==> src/rtl/evcap_pkg.sv <==
package evcap_pkg;
  typedef enum logic [1:0] {
    EM_RISE = 2'd0,
    EM_FALL = 2'd1,
    EM_BOTH = 2'd2,
    EM_DIV8 = 2'd3
  } edge_mode_e;

  localparam logic [2:0] A_CFG   = 3'd0;
  localparam logic [2:0] A_STAT  = 3'd1;
  localparam logic [2:0] A_TIME  = 3'd2;
  localparam logic [2:0] A_FLAG  = 3'd3;
  localparam logic [2:0] A_TBASE = 3'd4;

  localparam int FB_LOAD  = 0;
  localparam int FB_LO    = 1;
  localparam int FB_HI    = 2;
  localparam int FB_DROP  = 3;
  localparam int FB_WRAP  = 4;
  localparam int FB_LINE0 = 5;
endpackage

==> src/rtl/evcap_timebase.sv <==
module evcap_timebase #(
  parameter int TB_W    = 16,
  parameter int PRESC_W = 3
) (
  input  logic            clk,
  input  logic            rst,
  output logic [TB_W-1:0] tb_o,
  output logic            wrap_o
);
  logic [PRESC_W-1:0] presc_q;
  logic [TB_W-1:0]    tb_q;
  logic               tick;

  assign tick = (presc_q == {PRESC_W{1'b1}});

  always_ff @(posedge clk) begin
    if (rst) begin
      presc_q <= '0;
      tb_q    <= '0;
    end else begin
      presc_q <= presc_q + 1'b1;
      if (tick) tb_q <= tb_q + 1'b1;
    end
  end

  assign tb_o   = tb_q;
  assign wrap_o = tick && (tb_q == {TB_W{1'b1}});

  // the count only moves on a prescaler tick
  p_hold_between_ticks_r1: assert property (@(posedge clk) disable iff (rst)
    !tick |=> tb_q == $past(tb_q));
  // a wrap indication is followed by a zero count
  p_wrap_to_zero_r11: assert property (@(posedge clk) disable iff (rst)
    wrap_o |=> tb_q == '0);
endmodule

==> src/rtl/evcap_line.sv <==
module evcap_line
  import evcap_pkg::*;
#(
  parameter int DIV_W = 3
) (
  input  logic       clk,
  input  logic       rst,
  input  logic       pin_i,
  input  logic       en_i,
  input  edge_mode_e mode_i,
  output logic       hit_o,
  output logic       lvl_o
);
  logic             s1, s2, s3;
  logic [DIV_W-1:0] div_q;
  logic             rise, fall;

  assign rise  = s2 & ~s3;
  assign fall  = ~s2 & s3;
  assign lvl_o = s2;

  always_ff @(posedge clk) begin
    if (rst) begin
      s1    <= 1'b0;
      s2    <= 1'b0;
      s3    <= 1'b0;
      div_q <= '0;
    end else begin
      s1 <= pin_i;
      s2 <= s1;
      s3 <= s2;
      if (!en_i || mode_i != EM_DIV8) div_q <= '0;
      else if (rise)                  div_q <= div_q + 1'b1;
    end
  end

  always_comb begin
    hit_o = 1'b0;
    if (en_i) begin
      case (mode_i)
        EM_RISE: hit_o = rise;
        EM_FALL: hit_o = fall;
        EM_BOTH: hit_o = rise | fall;
        EM_DIV8: hit_o = rise && (div_q == {DIV_W{1'b1}});
        default: hit_o = 1'b0;
      endcase
    end
  end

  // a disabled line keeps its edge counter at zero
  p_div_cleared_r3: assert property (@(posedge clk) disable iff (rst)
    !en_i |=> div_q == '0);
endmodule

==> src/rtl/evcap_fifo.sv <==
module evcap_fifo #(
  parameter int DW    = 20,
  parameter int DEPTH = 7,
  parameter int CW    = $clog2(DEPTH + 1)
) (
  input  logic          clk,
  input  logic          rst,
  input  logic          push_i,
  input  logic [DW-1:0] din_i,
  input  logic          pop_i,
  output logic [DW-1:0] dout_o,
  output logic [CW-1:0] count_o,
  output logic          full_o
);
  localparam int AW = (DEPTH > 1) ? $clog2(DEPTH) : 1;
  localparam logic [AW-1:0] LAST = AW'(DEPTH - 1);

  logic [DW-1:0] mem [DEPTH];
  logic [AW-1:0] wp_q, rp_q;
  logic [CW-1:0] cnt_q;

  always_ff @(posedge clk) begin
    if (push_i) mem[wp_q] <= din_i;
  end

  always_ff @(posedge clk) begin
    if (rst) begin
      wp_q  <= '0;
      rp_q  <= '0;
      cnt_q <= '0;
    end else begin
      if (push_i) wp_q <= (wp_q == LAST) ? '0 : wp_q + 1'b1;
      if (pop_i)  rp_q <= (rp_q == LAST) ? '0 : rp_q + 1'b1;
      case ({push_i, pop_i})
        2'b10:   cnt_q <= cnt_q + 1'b1;
        2'b01:   cnt_q <= cnt_q - 1'b1;
        default: cnt_q <= cnt_q;
      endcase
    end
  end

  assign dout_o  = mem[rp_q];
  assign count_o = cnt_q;
  assign full_o  = (cnt_q == CW'(DEPTH));

  // occupancy moves by at most one record per cycle and never exceeds depth
  p_count_step_r6: assert property (@(posedge clk) disable iff (rst)
    (cnt_q == $past(cnt_q)) || (cnt_q == $past(cnt_q) + 1'b1) || (cnt_q == $past(cnt_q) - 1'b1));
  p_count_bound_r6: assert property (@(posedge clk) disable iff (rst)
    cnt_q <= CW'(DEPTH));
endmodule

==> src/rtl/evcap_top.sv <==
module evcap_top
  import evcap_pkg::*;
#(
  parameter int NLINES     = 4,
  parameter int TB_W       = 16,
  parameter int PRESC_W    = 3,
  parameter int DIV_W      = 3,
  parameter int FIFO_DEPTH = 7,
  parameter int FILL_LO    = 4,
  parameter int FILL_HI    = 6,
  parameter int BUS_W      = 16
) (
  input  logic             clk,
  input  logic             rst,
  input  logic [3:0]       pins_i,
  input  logic [2:0]       bus_addr,
  input  logic             bus_wr,
  input  logic             bus_rd,
  input  logic [BUS_W-1:0] bus_wdata,
  output logic [BUS_W-1:0] bus_rdata,
  output logic             irq_load,
  output logic             irq_fill_lo,
  output logic             irq_fill_hi,
  output logic             irq_line0,
  output logic             irq_wrap,
  output logic             drop_flag
);
  localparam int REC_W = NLINES + TB_W;
  localparam int FCW   = $clog2(FIFO_DEPTH + 1);

  logic [2*NLINES-1:0] mode_q;
  logic [NLINES-1:0]   en_q;
  logic [NLINES-1:0]   hits, live;
  logic                any_hit;
  logic [TB_W-1:0]     tb;
  logic                wrap;

  evcap_timebase #(.TB_W(TB_W), .PRESC_W(PRESC_W)) u_tb (
    .clk(clk), .rst(rst), .tb_o(tb), .wrap_o(wrap));

  for (genvar i = 0; i < NLINES; i++) begin : g_line
    evcap_line #(.DIV_W(DIV_W)) u_line (
      .clk(clk), .rst(rst), .pin_i(pins_i[i]), .en_i(en_q[i]),
      .mode_i(edge_mode_e'(mode_q[2*i +: 2])),
      .hit_o(hits[i]), .lvl_o(live[i]));
  end

  assign any_hit = |hits;

  // storage: FIFO feeding one holding register
  logic             f_push, f_pop, f_full, drop_evt;
  logic [REC_W-1:0] f_dout;
  logic [FCW-1:0]   f_cnt;
  logic [REC_W-1:0] hold_q;
  logic             hold_v, armed;
  logic             stat_rd, time_rd, pop_ok, cfg_wr, flag_wr;

  assign f_push   = any_hit & ~f_full;
  assign drop_evt = any_hit & f_full;
  assign f_pop    = ~hold_v & (f_cnt != '0);

  evcap_fifo #(.DW(REC_W), .DEPTH(FIFO_DEPTH), .CW(FCW)) u_fifo (
    .clk(clk), .rst(rst), .push_i(f_push), .din_i({hits, tb}),
    .pop_i(f_pop), .dout_o(f_dout), .count_o(f_cnt), .full_o(f_full));

  assign stat_rd = bus_rd && (bus_addr == A_STAT);
  assign time_rd = bus_rd && (bus_addr == A_TIME);
  assign pop_ok  = time_rd && hold_v && armed;
  assign cfg_wr  = bus_wr && (bus_addr == A_CFG);
  assign flag_wr = bus_wr && (bus_addr == A_FLAG);

  always_ff @(posedge clk) begin
    if (rst) begin
      hold_q <= '0;
      hold_v <= 1'b0;
      armed  <= 1'b0;
    end else begin
      if (f_pop) begin
        hold_q <= f_dout;
        hold_v <= 1'b1;
        armed  <= 1'b0;
      end else if (pop_ok) begin
        hold_v <= 1'b0;
        armed  <= 1'b0;
      end else if (stat_rd && hold_v) begin
        armed  <= 1'b1;
      end
    end
  end

  // configuration
  always_ff @(posedge clk) begin
    if (rst) begin
      mode_q <= '0;
      en_q   <= '0;
    end else if (cfg_wr) begin
      mode_q <= bus_wdata[2*NLINES-1:0];
      en_q   <= bus_wdata[8 +: NLINES];
    end
  end

  // flags and interrupt requests
  logic       live0_q, rise0;
  logic [5:0] clr;
  logic       fl_load, fl_drop, fl_wrap, fl_line0, lvl_lo, lvl_hi;

  assign rise0 = live[0] & ~live0_q;
  assign clr   = flag_wr ? bus_wdata[5:0] : 6'd0;

  always_ff @(posedge clk) begin
    if (rst) begin
      live0_q  <= 1'b0;
      fl_load  <= 1'b0;
      fl_drop  <= 1'b0;
      fl_wrap  <= 1'b0;
      fl_line0 <= 1'b0;
      lvl_lo   <= 1'b0;
      lvl_hi   <= 1'b0;
    end else begin
      live0_q  <= live[0];
      fl_load  <= (fl_load  & ~clr[FB_LOAD])  | f_pop;
      fl_drop  <= (fl_drop  & ~clr[FB_DROP])  | drop_evt;
      fl_wrap  <= (fl_wrap  & ~clr[FB_WRAP])  | wrap;
      fl_line0 <= (fl_line0 & ~clr[FB_LINE0]) | rise0;
      lvl_lo   <= (f_cnt >= FCW'(FILL_LO));
      lvl_hi   <= (f_cnt >= FCW'(FILL_HI));
    end
  end

  assign irq_load    = fl_load;
  assign irq_fill_lo = lvl_lo;
  assign irq_fill_hi = lvl_hi;
  assign irq_line0   = fl_line0;
  assign irq_wrap    = fl_wrap;
  assign drop_flag   = fl_drop;

  // register read path
  logic [BUS_W-1:0] rd_val;
  always_comb begin
    rd_val = '0;
    case (bus_addr)
      A_CFG: begin
        rd_val[2*NLINES-1:0] = mode_q;
        rd_val[8 +: NLINES]  = en_q;
      end
      A_STAT: begin
        rd_val[NLINES-1:0]  = hold_q[REC_W-1 -: NLINES];
        rd_val[4]           = hold_v;
        rd_val[8 +: NLINES] = live;
      end
      A_TIME:  rd_val[TB_W-1:0] = hold_q[TB_W-1:0];
      A_FLAG: begin
        rd_val[FB_LOAD]  = fl_load;
        rd_val[FB_LO]    = lvl_lo;
        rd_val[FB_HI]    = lvl_hi;
        rd_val[FB_DROP]  = fl_drop;
        rd_val[FB_WRAP]  = fl_wrap;
        rd_val[FB_LINE0] = fl_line0;
      end
      A_TBASE: rd_val[TB_W-1:0] = tb;
      default: rd_val = '0;
    endcase
  end

  always_ff @(posedge clk) begin
    if (rst)         bus_rdata <= '0;
    else if (bus_rd) bus_rdata <= rd_val;
  end

  logic unused_wdata;
  assign unused_wdata = ^bus_wdata;

  // the holding register empties only through an armed time read
  p_pop_needs_arm_r5: assert property (@(posedge clk) disable iff (rst)
    $fell(hold_v) |-> $past(time_rd && armed));
  // every load into the holding register raises the load flag
  p_load_flag_r7: assert property (@(posedge clk) disable iff (rst)
    $rose(hold_v) |-> irq_load);
  // the drop flag stays set until software clears it
  p_drop_sticky_r6: assert property (@(posedge clk) disable iff (rst)
    (drop_flag && !(flag_wr && bus_wdata[FB_DROP])) |=> drop_flag);
  // the upper threshold implies the lower one
  p_fill_order_r8: assert property (@(posedge clk) disable iff (rst)
    irq_fill_hi |-> irq_fill_lo);
endmodule

==> config.mk <==
export PLATFORM = sky130hd
export DESIGN_NAME = evcap_top
export DESIGN_NICKNAME = d
export VERILOG_FILES = /design/src/rtl/evcap_pkg.sv /design/src/rtl/evcap_timebase.sv /design/src/rtl/evcap_line.sv /design/src/rtl/evcap_fifo.sv /design/src/rtl/evcap_top.sv
export SDC_FILE = /design/constraint.sdc
export NUM_CORES = 1
export LEC_CHECK = 0
export ABC_AREA = 1
export BUFFER_PORTS_ARGS = -buffer_cell sky130_fd_sc_hd__buf_2
export CAP_MARGIN = 20
export CORE_MARGIN = 1
export CORE_UTILIZATION = 50
export DETAILED_ROUTE_END_ITERATION = 10
export MAX_ROUTING_LAYER = met4
export PLACE_DENSITY = 0.67
export SETUP_SLACK_MARGIN = 0.02
export SLEW_MARGIN = 0
export SYNTH_ARGS = -nofsm -noshare
export SYNTH_HDL_FRONTEND = slang
export SYNTH_SLANG_ARGS = --single-unit
export TNS_END_PERCENT = 100
==> constraint.sdc <==
create_clock -name clk -period 3.65 [get_ports clk]
set_clock_uncertainty 0.15 [all_clocks]
set_input_delay 0.1825 -clock clk [delete_from_list [all_inputs] [get_ports clk]]
set_output_delay 0.1825 -clock clk [all_outputs]
set_load 0.05 [all_outputs]
==> results of run 1 <==
==> power by group through the flow <==
stage,Sequential (uW),Clock (uW),Combinational (uW)
2_1_floorplan,3210,0,690
3_3_place_gp,3220,0,972
3_5_place_dp,3220,0,989
4_1_cts,3160,2410,1010
5_1_grt,3170,2520,1120
6_report,3160,2370,1020
==> metal layers <==
metal | up-vias | global-route usage (%)
met2 | 174 | 39.2
met1 | 3637 | 32.5
li1 | 3660 | -
met3 | 52 | 3.69
met4 | 0 | 7.37
met5 | - | -
==> cells by family after synthesis <==
group / Yosys count
XOR/XNOR: 5
AND/OR/NAND/NOR: 359
flip-flops: 248
buffers and inverters: 140
adder cells (fa/ha/maj): 21
AO/OA/AOI/OAI: 253
==> path summary, 6_finish.rpt <==
path	from	to	slack (ns)	cells past startpoint
setup reg to reg	g_line[3].u_line.div_q[0]	u_fifo.count_o[2]	0.91	14
setup / recovery	g_line[3].u_line.div_q[0]	u_fifo.count_o[2]	0.91	14
hold reg to reg	g_line[0].u_line.s1	g_line[0].u_line.lvl_o	0.26	2
hold / removal	bus_addr[2]	bus_rdata[14]	0.09	5
==> sequential cells by signal, summed over array words and instances (netlist names), 4 cells and up <==
| register | count |
|---|---|
| en_q | 4 |
| u_tb.tb_o | 16 |
| g_line.u_line.s3 | 4 |
| g_line.u_line.lvl_o | 4 |
| u_fifo.mem | 140 |
| g_line.u_line.s1 | 4 |
| bus_rdata | 16 |
| g_line.u_line.div_q | 12 |
| hold_q | 20 |
| mode_q | 8 |
==> critical path, cell delays in order (launching register included) <==
cell and delay (ns):
dfxtp_1 0.33, ha_1 0.20, ha_1 0.19, nand4_1 0.09, nand2_1 0.05, nand2_1 0.09
nand2_2 0.15, o21ai_4 0.30, ha_1 0.19, inv_1 0.07, fa_1 0.37, a21oi_1 0.13
o21ai_0 0.10, o21ai_0 0.15, a21oi_1 0.05
==> repair_timing <==
item,in CTS,in global routing
resized for setup,0,0
hold buffers,23,0
hold endpoints to repair,27,0
==> cell type report <==
cell class	instances	area (um2)
clock buffers	37	713
inverters	94	353
fillers	1676	8070
flip-flops and latches	248	6370
well taps	265	332
repair buffers	83	571
clock inverters	8	38.8
multi-input cells	638	3280
==> stage by stage <==
step	setup slack [ns]	power, uW
detailed placement	0.924	4210
floorplan	0.930	3900
global placement	0.971	4190
finish	0.909	6550
global route	0.647	6810
CTS	0.909	6580
==> cells in the final DEF, fill, tap and decap left out, types with 4 or more instances in the layout <==
cell / count
clkbuf_16: 26
edfxtp_1: 140
o21ai_0: 79
o21ai_1: 6
nand3_1: 37
o31ai_1: 7
o211ai_1: 17
inv_1: 88
o22ai_1: 5
clkinv_2: 4
buf_4: 16
a21oi_1: 99
clkbuf_1: 8
clkinv_1: 4
buf_2: 44
a22oi_1: 17
nor2_1: 79
inv_2: 5
nor2_4: 4
dlygate4sd3_1: 23
dfxtp_1: 108
nand2_1: 202
xnor2_1: 4
nor2_2: 11
o221ai_1: 4
ha_1: 20
a31oi_1: 12
nand2_2: 6
nor3_1: 6
nand4_1: 12
==> run_results.csv, run 1 <==
group,metric,value,unit
sta,rsz0062_at_grt,"false",
yosys,synth-compound-area-share,14.2,%
cells_and_area,nets,1138,
clock_network,clk_latency,0.52,ns
sta,drv_slew,0,
run_status,status,"complete, no violations",
clock_network,ctsLongestPathBuffers,3,
yosys,synth_ff_type,"edfxtp_1",
sta,fin_setup_tns,0,ns
cells_and_area,fin_util,59.1,%
detailed_routing,routed_wl,24.6,mm
sta,hold_viol_final,0,
run,drv_cap,0,
yosys,ys_ff_latch,248,
clock_network,clock-sinks,248,
yosys,synth_fp_nets,1074,
cells_and_area,final_cells,1373,
yosys,synth_cell_types,37,
placement,port_buffers,44,
die,start_util,51.6,%
yosys,synth-adder-area-share,2.65,%
yosys,synth_area,0.0102,mm2
yosys,synth-xor-area-share,0.430,%
worst_setup_path,startpoint_type,"flip-flop",
cells_and_area,design_area,0.0117,mm2
placement,place.detailed.hpwl,15.1,mm
yosys,yosysMostFrequentCell,"nand2_1",
worst_setup_path,crit_arrival,2.99,ns
clock_network,cts_tree,"done",
sta,timing.hold.ws,0.0851,ns
yosys,synth-simple-area-share,14.7,%
global_route,grt_max_degree,52,
sta,relSlewSlack,31.9,%
power_and_ir_drop,leakagePower,0.00442,uW
global_route,grt_usage,24.5,%
worst_setup_path,cp.required,3.90,ns
placement,placed_area,0.0107,mm2
global_route,grt_pass1_wl,37.1,mm
placement,dp.cells,1305,
detailed_routing,drt-initial-drc-count,624,
detailed_routing,vias,7523,
power_and_ir_drop,p_switching,1850,uW
yosys,synth_common_cells,"nand2_1 (202), edfxtp_1 (140), dfxtp_1 (108), a21oi_1 (99), inv_1 (88)",
global_route,grt_pass1_vias,6784,
yosys,synth_top_family_by_area,"simple AND/OR/NAND/NOR gates",
die,rows,51,
power_and_ir_drop,power.internal,4700,uW
yosys,async_flop_share,0,%
detailed_routing,wl_met1,11.1,mm
detailed_routing,drtAntennaViolNets,0,
detailed_routing,met2_length,11.6,mm
detailed_routing,via_per_inst,5.48,
power_and_ir_drop,clockPowerShare,36.1,%
yosys,yosysTopAreaCellShare,41.3,%
clock_network,post-cts-setup-buffer-count,0,
yosys,seq_area_frac_synth,62.5,%
yosys,yosys.area.top_type,"edfxtp_1",
worst_setup_path,critPathKind,"reg -> reg",
yosys,muxShareOfSynthArea,0,%
cells_and_area,drive_above_1_share,11.4,%
cells_and_area,area_delta_synth_final,14.4,%
placement,place_congestion,0.830,
sta,fmax,0.365,GHz
detailed_routing,wl_per_cell,17.9,um
yosys,synth-edff-count,140,
sta,period_needed,2.74,ns
clock_network,numCtsBuffers,25,
power_and_ir_drop,vdd_drop_max,0.000511,V
power_and_ir_drop,swShare,28.2,%
global_route,overflow,0,
worst_setup_path,worstPathMaxFanout,6,
cells_and_area,num_antenna_cells,0,
yosys,synthCells,1026,
clock_network,path_clk_slew,0.06,ns
die,die-area,0.0209,mm2
global_route,antenna_found_initial,0,
detailed_routing,drc,0,
clock_network,htreeDepth,1,
power_and_ir_drop,seq_power_share,48.3,%
yosys,ys_warn_count,0,
die,ios,49,
sta,worst_slew_pin_slew,1.02,ns
die,die_w,145,um
detailed_routing,route.met3.wl,1.25,mm
yosys,avgSynthCellArea,9.93,um2
detailed_routing,routed.top_layer,"met4",
yosys,synthTopCellsByArea,"edfxtp_1 (41%), dfxtp_1 (21%), nand2_1 (7.4%)",
sta,post-route-period-util,75.1,%
clock_network,ctsRootBufferMaster,"clkbuf_16",
min_path,hold_path.class,"in -> reg",
worst_setup_path,crit_path_end_kind,"flip-flop",
power_and_ir_drop,power_density,562,mW/mm2
sta,setup_viol,0,
power_and_ir_drop,p_comb_share,15.6,%
die,design.core.area,0.0197,mm2
die,die-height,145,um
detailed_routing,first_pass_iters,5,
No activity file was read; power rests on OpenSTA's default activity.
==> inputs of run 2 (changes only) <==
--- a/config.mk
+++ b/config.mk
@@ -5,14 +5,14 @@
 export SDC_FILE = /design/constraint.sdc
 export NUM_CORES = 1
 export LEC_CHECK = 0
-export ABC_AREA = 1
+export ABC_AREA = 0
 export BUFFER_PORTS_ARGS = -buffer_cell sky130_fd_sc_hd__buf_2
 export CAP_MARGIN = 20
 export CORE_MARGIN = 1
 export CORE_UTILIZATION = 50
 export DETAILED_ROUTE_END_ITERATION = 10
 export MAX_ROUTING_LAYER = met4
-export PLACE_DENSITY = 0.67
+export PLACE_DENSITY = 0.7
 export SETUP_SLACK_MARGIN = 0.02
 export SLEW_MARGIN = 0
 export SYNTH_ARGS = -nofsm -noshare
==> constraint.sdc (replaced) <==
create_clock -name clk -period 2.4 [get_ports clk]
set_clock_uncertainty 0.15 [all_clocks]
set_input_delay 0.12 -clock clk [delete_from_list [all_inputs] [get_ports clk]]
set_output_delay 0.12 -clock clk [all_outputs]
set_load 0.05 [all_outputs]
==> run 2 against run 1 <==
The flow now finishes with violations (negative setup slack). Sequential share of layout area is 5.3 points lower. Register-to-register slack worse by 1.3 ns. Critical path depth fell by 1. Via count is 8.8% lower. Critical path type unchanged. Utilization grew 6.5 points. Worst setup slack got worse by 1.3 ns.
==> run_results.csv, run 2 <==
group,metric,value,unit
run_status,status,"finished, violations left",
run_status,violations,"negative setup slack",
sta,relSlewSlack,50.8,%
worst_setup_path,critPathKind,"reg -> reg",
global_route,grt_max_degree,66,
worst_setup_path,r2r_end,"u_fifo.count_o[2]",
placement,place_congestion,0.816,
sta,drv_slew,0,
worst_setup_path,r2r_setup_slack,-0.39,ns
cells_and_area,multiInputGateArea,0.00371,mm2
worst_setup_path,worst-path-buf-inv,2,
clock_network,ctsRootBufferMaster,"clkbuf_16",
cells_and_area,nets,1011,
sta,worst_slew_pin_slew,0.738,ns
cells_and_area,area_delta_synth_final,26.8,%
yosys,synth_area,0.0102,mm2
cells_and_area,layout_commonest_cell,"edfxtp_1",
detailed_routing,first_pass_iters,5,
clock_network,clk_latency,0.52,ns
yosys,ys_warn_count,0,
detailed_routing,route.met3.wl,1.25,mm
detailed_routing,routed_wl,24.1,mm
global_route,antenna_found_initial,0,
worst_setup_path,startpoint_type,"flip-flop",
placement,port_buffers,44,
yosys,synth_fp_nets,866,
yosys,async_flop_share,0,%
power_and_ir_drop,leakagePower,0.00457,uW
worst_setup_path,reg2reg_depth,13,
yosys,synth_common_cells,"edfxtp_1 (140), dfxtp_1 (108), nor2_1 (94), nand2_1 (64), mux2i_1 (58)",
cells_and_area,reg.largest.list,"u_fifo.mem: 140 flops, hold_q: 20 flops",
min_path,worstHoldPathCells,6,
yosys,synthCells,818,
yosys,synth-edff-count,140,
cells_and_area,largest_reg_flops,140,
cells_and_area,seq_area,0.00637,mm2
worst_setup_path,cpPeakStageDelay,0.34,ns
die,rows,51,
worst_setup_path,crit_start,"g_line[3].u_line.div_q[0]",
worst_setup_path,path_delay_family,"adder cells",
cells_and_area,final_cell_mix,"edfxtp_1 (140), dfxtp_1 (102), nor2_1 (87), buf_4 (68), nand2_1 (64)",
detailed_routing,drt-initial-drc-count,469,
worst_setup_path,worstPathMaxFanout,2,
cells_and_area,num_antenna_cells,0,
clock_network,ctsLongestPathBuffers,3,
clock_network,clock-sinks,248,
clock_network,numCtsBuffers,25,
yosys,seq_area_frac_synth,62.4,%
detailed_routing,vias,6864,
min_path,hold_path.class,"in -> reg",
min_path,hold_path_startpoint,"bus_addr[1]",
worst_setup_path,crit_path_frequent_cell,"ha_4",
die,ios,49,
sta,post-route-period-util,116,%
yosys,synthTopCellsByArea,"edfxtp_1 (41%), dfxtp_1 (21%), mux2i_1 (5.7%)",
global_route,grt_pass1_wl,37.1,mm
die,die-area,0.0210,mm2
worst_setup_path,slowest_stage,"dfxtp_2",
run,drv_cap,0,
detailed_routing,via_per_inst,5.50,
yosys,yosysMostFrequentCell,"edfxtp_1",
detailed_routing,routed.top_layer,"met4",
yosys,yosysTopAreaCellShare,41.2,%
die,die_w,145,um
placement,pre_cts_ws,-0.383,ns
yosys,synth_cell_types,51,
detailed_routing,met2_length,11.7,mm
detailed_routing,wl_met1,10.5,mm
yosys,ys_ff_latch,248,
cells_and_area,drive_above_1_share,25.6,%
detailed_routing,drc,0,
power_and_ir_drop,vdd_drop_max,0.000561,V
worst_setup_path,cp.required,2.70,ns
sta,hold_viol_final,0,
placement,placed_area,0.0113,mm2
placement,place.detailed.hpwl,14.3,mm
cells_and_area,design_area,0.0129,mm2
global_route,overflow,0,
clock_network,cts_tree,"done",
worst_setup_path,r2r-start,"g_line[3].u_line.div_q[0]",
clock_network,htreeDepth,1,
worst_setup_path,crit_arrival,3.09,ns
sta,period_needed,2.79,ns
global_route,grt_pass1_vias,6672,
yosys,synth_ff_type,"edfxtp_1",
yosys,avgSynthCellArea,12.5,um2
cells_and_area,largest_register,"u_fifo.mem",
sta,setup_ws,-0.392,ns
cells_and_area,fillCellCount,1405,
worst_setup_path,crit_path_end_kind,"flip-flop",
global_route,grt_usage,24.5,%
yosys,yosys.area.top_type,"edfxtp_1",
cells_and_area,fin_util,65.6,%
clock_network,path_clk_slew,0.06,ns
min_path,whs_endpoint,"irq_load",
sta,setup_viol,103,
power_and_ir_drop,power_density,828,mW/mm2
sta,rsz0062_at_grt,"true",
detailed_routing,wl_per_cell,19.3,um
sta,fmax,0.358,GHz
die,design.core.area,0.0197,mm2
die,die-height,145,um
worst_setup_path,crit_chain,"ha_4 > ha_4 > and3_4 > o21a_1 > o21ai_4 > a41oi_4 > inv_2 > ha_4 > inv_2 > fa_2 > xor2_1 > or3_1 > a21oi_2",
die,start_util,51.7,%
worst_setup_path,path_depth,13,
detailed_routing,drtAntennaViolNets,0,
-- run 2: changes by cell type after synthesis, moves of 19 or more --
cell      change
mux4_2       +20
o21ai_0      -44
mux2i_1      +58
nor2b_1      +32
a211oi_1     +19
nand3_1      -32
a21oi_1      -54
inv_1        -70
nand2_1     -138
-- run 2: metal layers --
metal  track usage, %  vias up
met1             32.4     3371
met5                -        -
met3             2.90       36
li1                 -     3271
met4             6.59        0
met2             40.3      186
-- run 2: report_power, final --
part | switching [uW] | leakage [uW] | internal, uW | total, uW
sequential | 221 | 0.00217 | 4690 | 4910
combinational | 1150 | 0.00200 | 904 | 2060
clock | 1580 | 0.000397 | 2150 | 3730
total | 2950 | 0.00457 | 7750 | 10700
-- run 2: worst max-delay path by stage --
stage / slack, ns / to
global placement: -0.34 / u_fifo.count_o[2]
CTS: -0.36 / u_fifo.count_o[2]
finish: -0.39 / u_fifo.count_o[2]
global route: -0.50 / u_fifo.count_o[2]
detailed placement: -0.38 / u_fifo.count_o[2]
floorplan: -0.33 / u_fifo.count_o[2]
-- run 2: worst reg2reg max path, stage by stage, from the launching register on --
cell and delay [ns]:
dfxtp_2 0.34, ha_4 0.16, ha_4 0.14, and3_4 0.17, o21a_1 0.20, o21ai_4 0.22
a41oi_4 0.14, inv_2 0.09, ha_4 0.14, inv_2 0.03, fa_2 0.32, xor2_1 0.15
or3_1 0.33, a21oi_2 0.13
-- run 2: area by class of cell --
cell class                      instances  share of cell area (%)
Timing Repair Buffer                  166                    12.8
Inverter                               18                   0.523
Multi-Input combinational cell        504                    28.7
Clock inverter                         17                    1.04
Tap cell                              265                    2.57
Clock buffer                           29                    5.03
Sequential cell                       248                    49.3
-- run 2: cells by family (layout without fill, tap and decap cells) --
kind of cell	after synthesis	after routing	synth area share [%]
AOI/OAI and AO/OA	140	140	8.81
xor gates and xnor gates	17	17	1.46
adders and majority gates	21	21	2.65
buffers and inverters	66	230	2.87
DFF	248	248	62.4
muxes	82	82	10.6
and+or+nand+nor	244	244	11.2
-- run 2: what timing repair did --
| item | 4_1_cts | 5_1_grt |
|---|---|---|
| resized for setup | 20 | 8 |
| gates cloned | 10 | 0 |
| setup buffers | 18 | 1 |
| setup endpoints to repair | 102 | 145 |
| endpoints found under the hold margin | 45 | 0 |
| pin swaps | 5 | 5 |
| hold buffers | 22 | 0 |
-- run 2: stage by stage --
stage                     total power [uW]  instances  hold WS (ns)  setup TNS [ns]
after CTS                            10700       1246        0.0798          -17.69
after global placement                6900       1150         0.186           -3.00
after floorplan                       6400        818        0.0982          -10.24
after global routing                 11200       1247         0.130          -34.71
final                                10700       1247        0.0872          -22.26
after detailed placement              6940       1150         0.187           -6.90
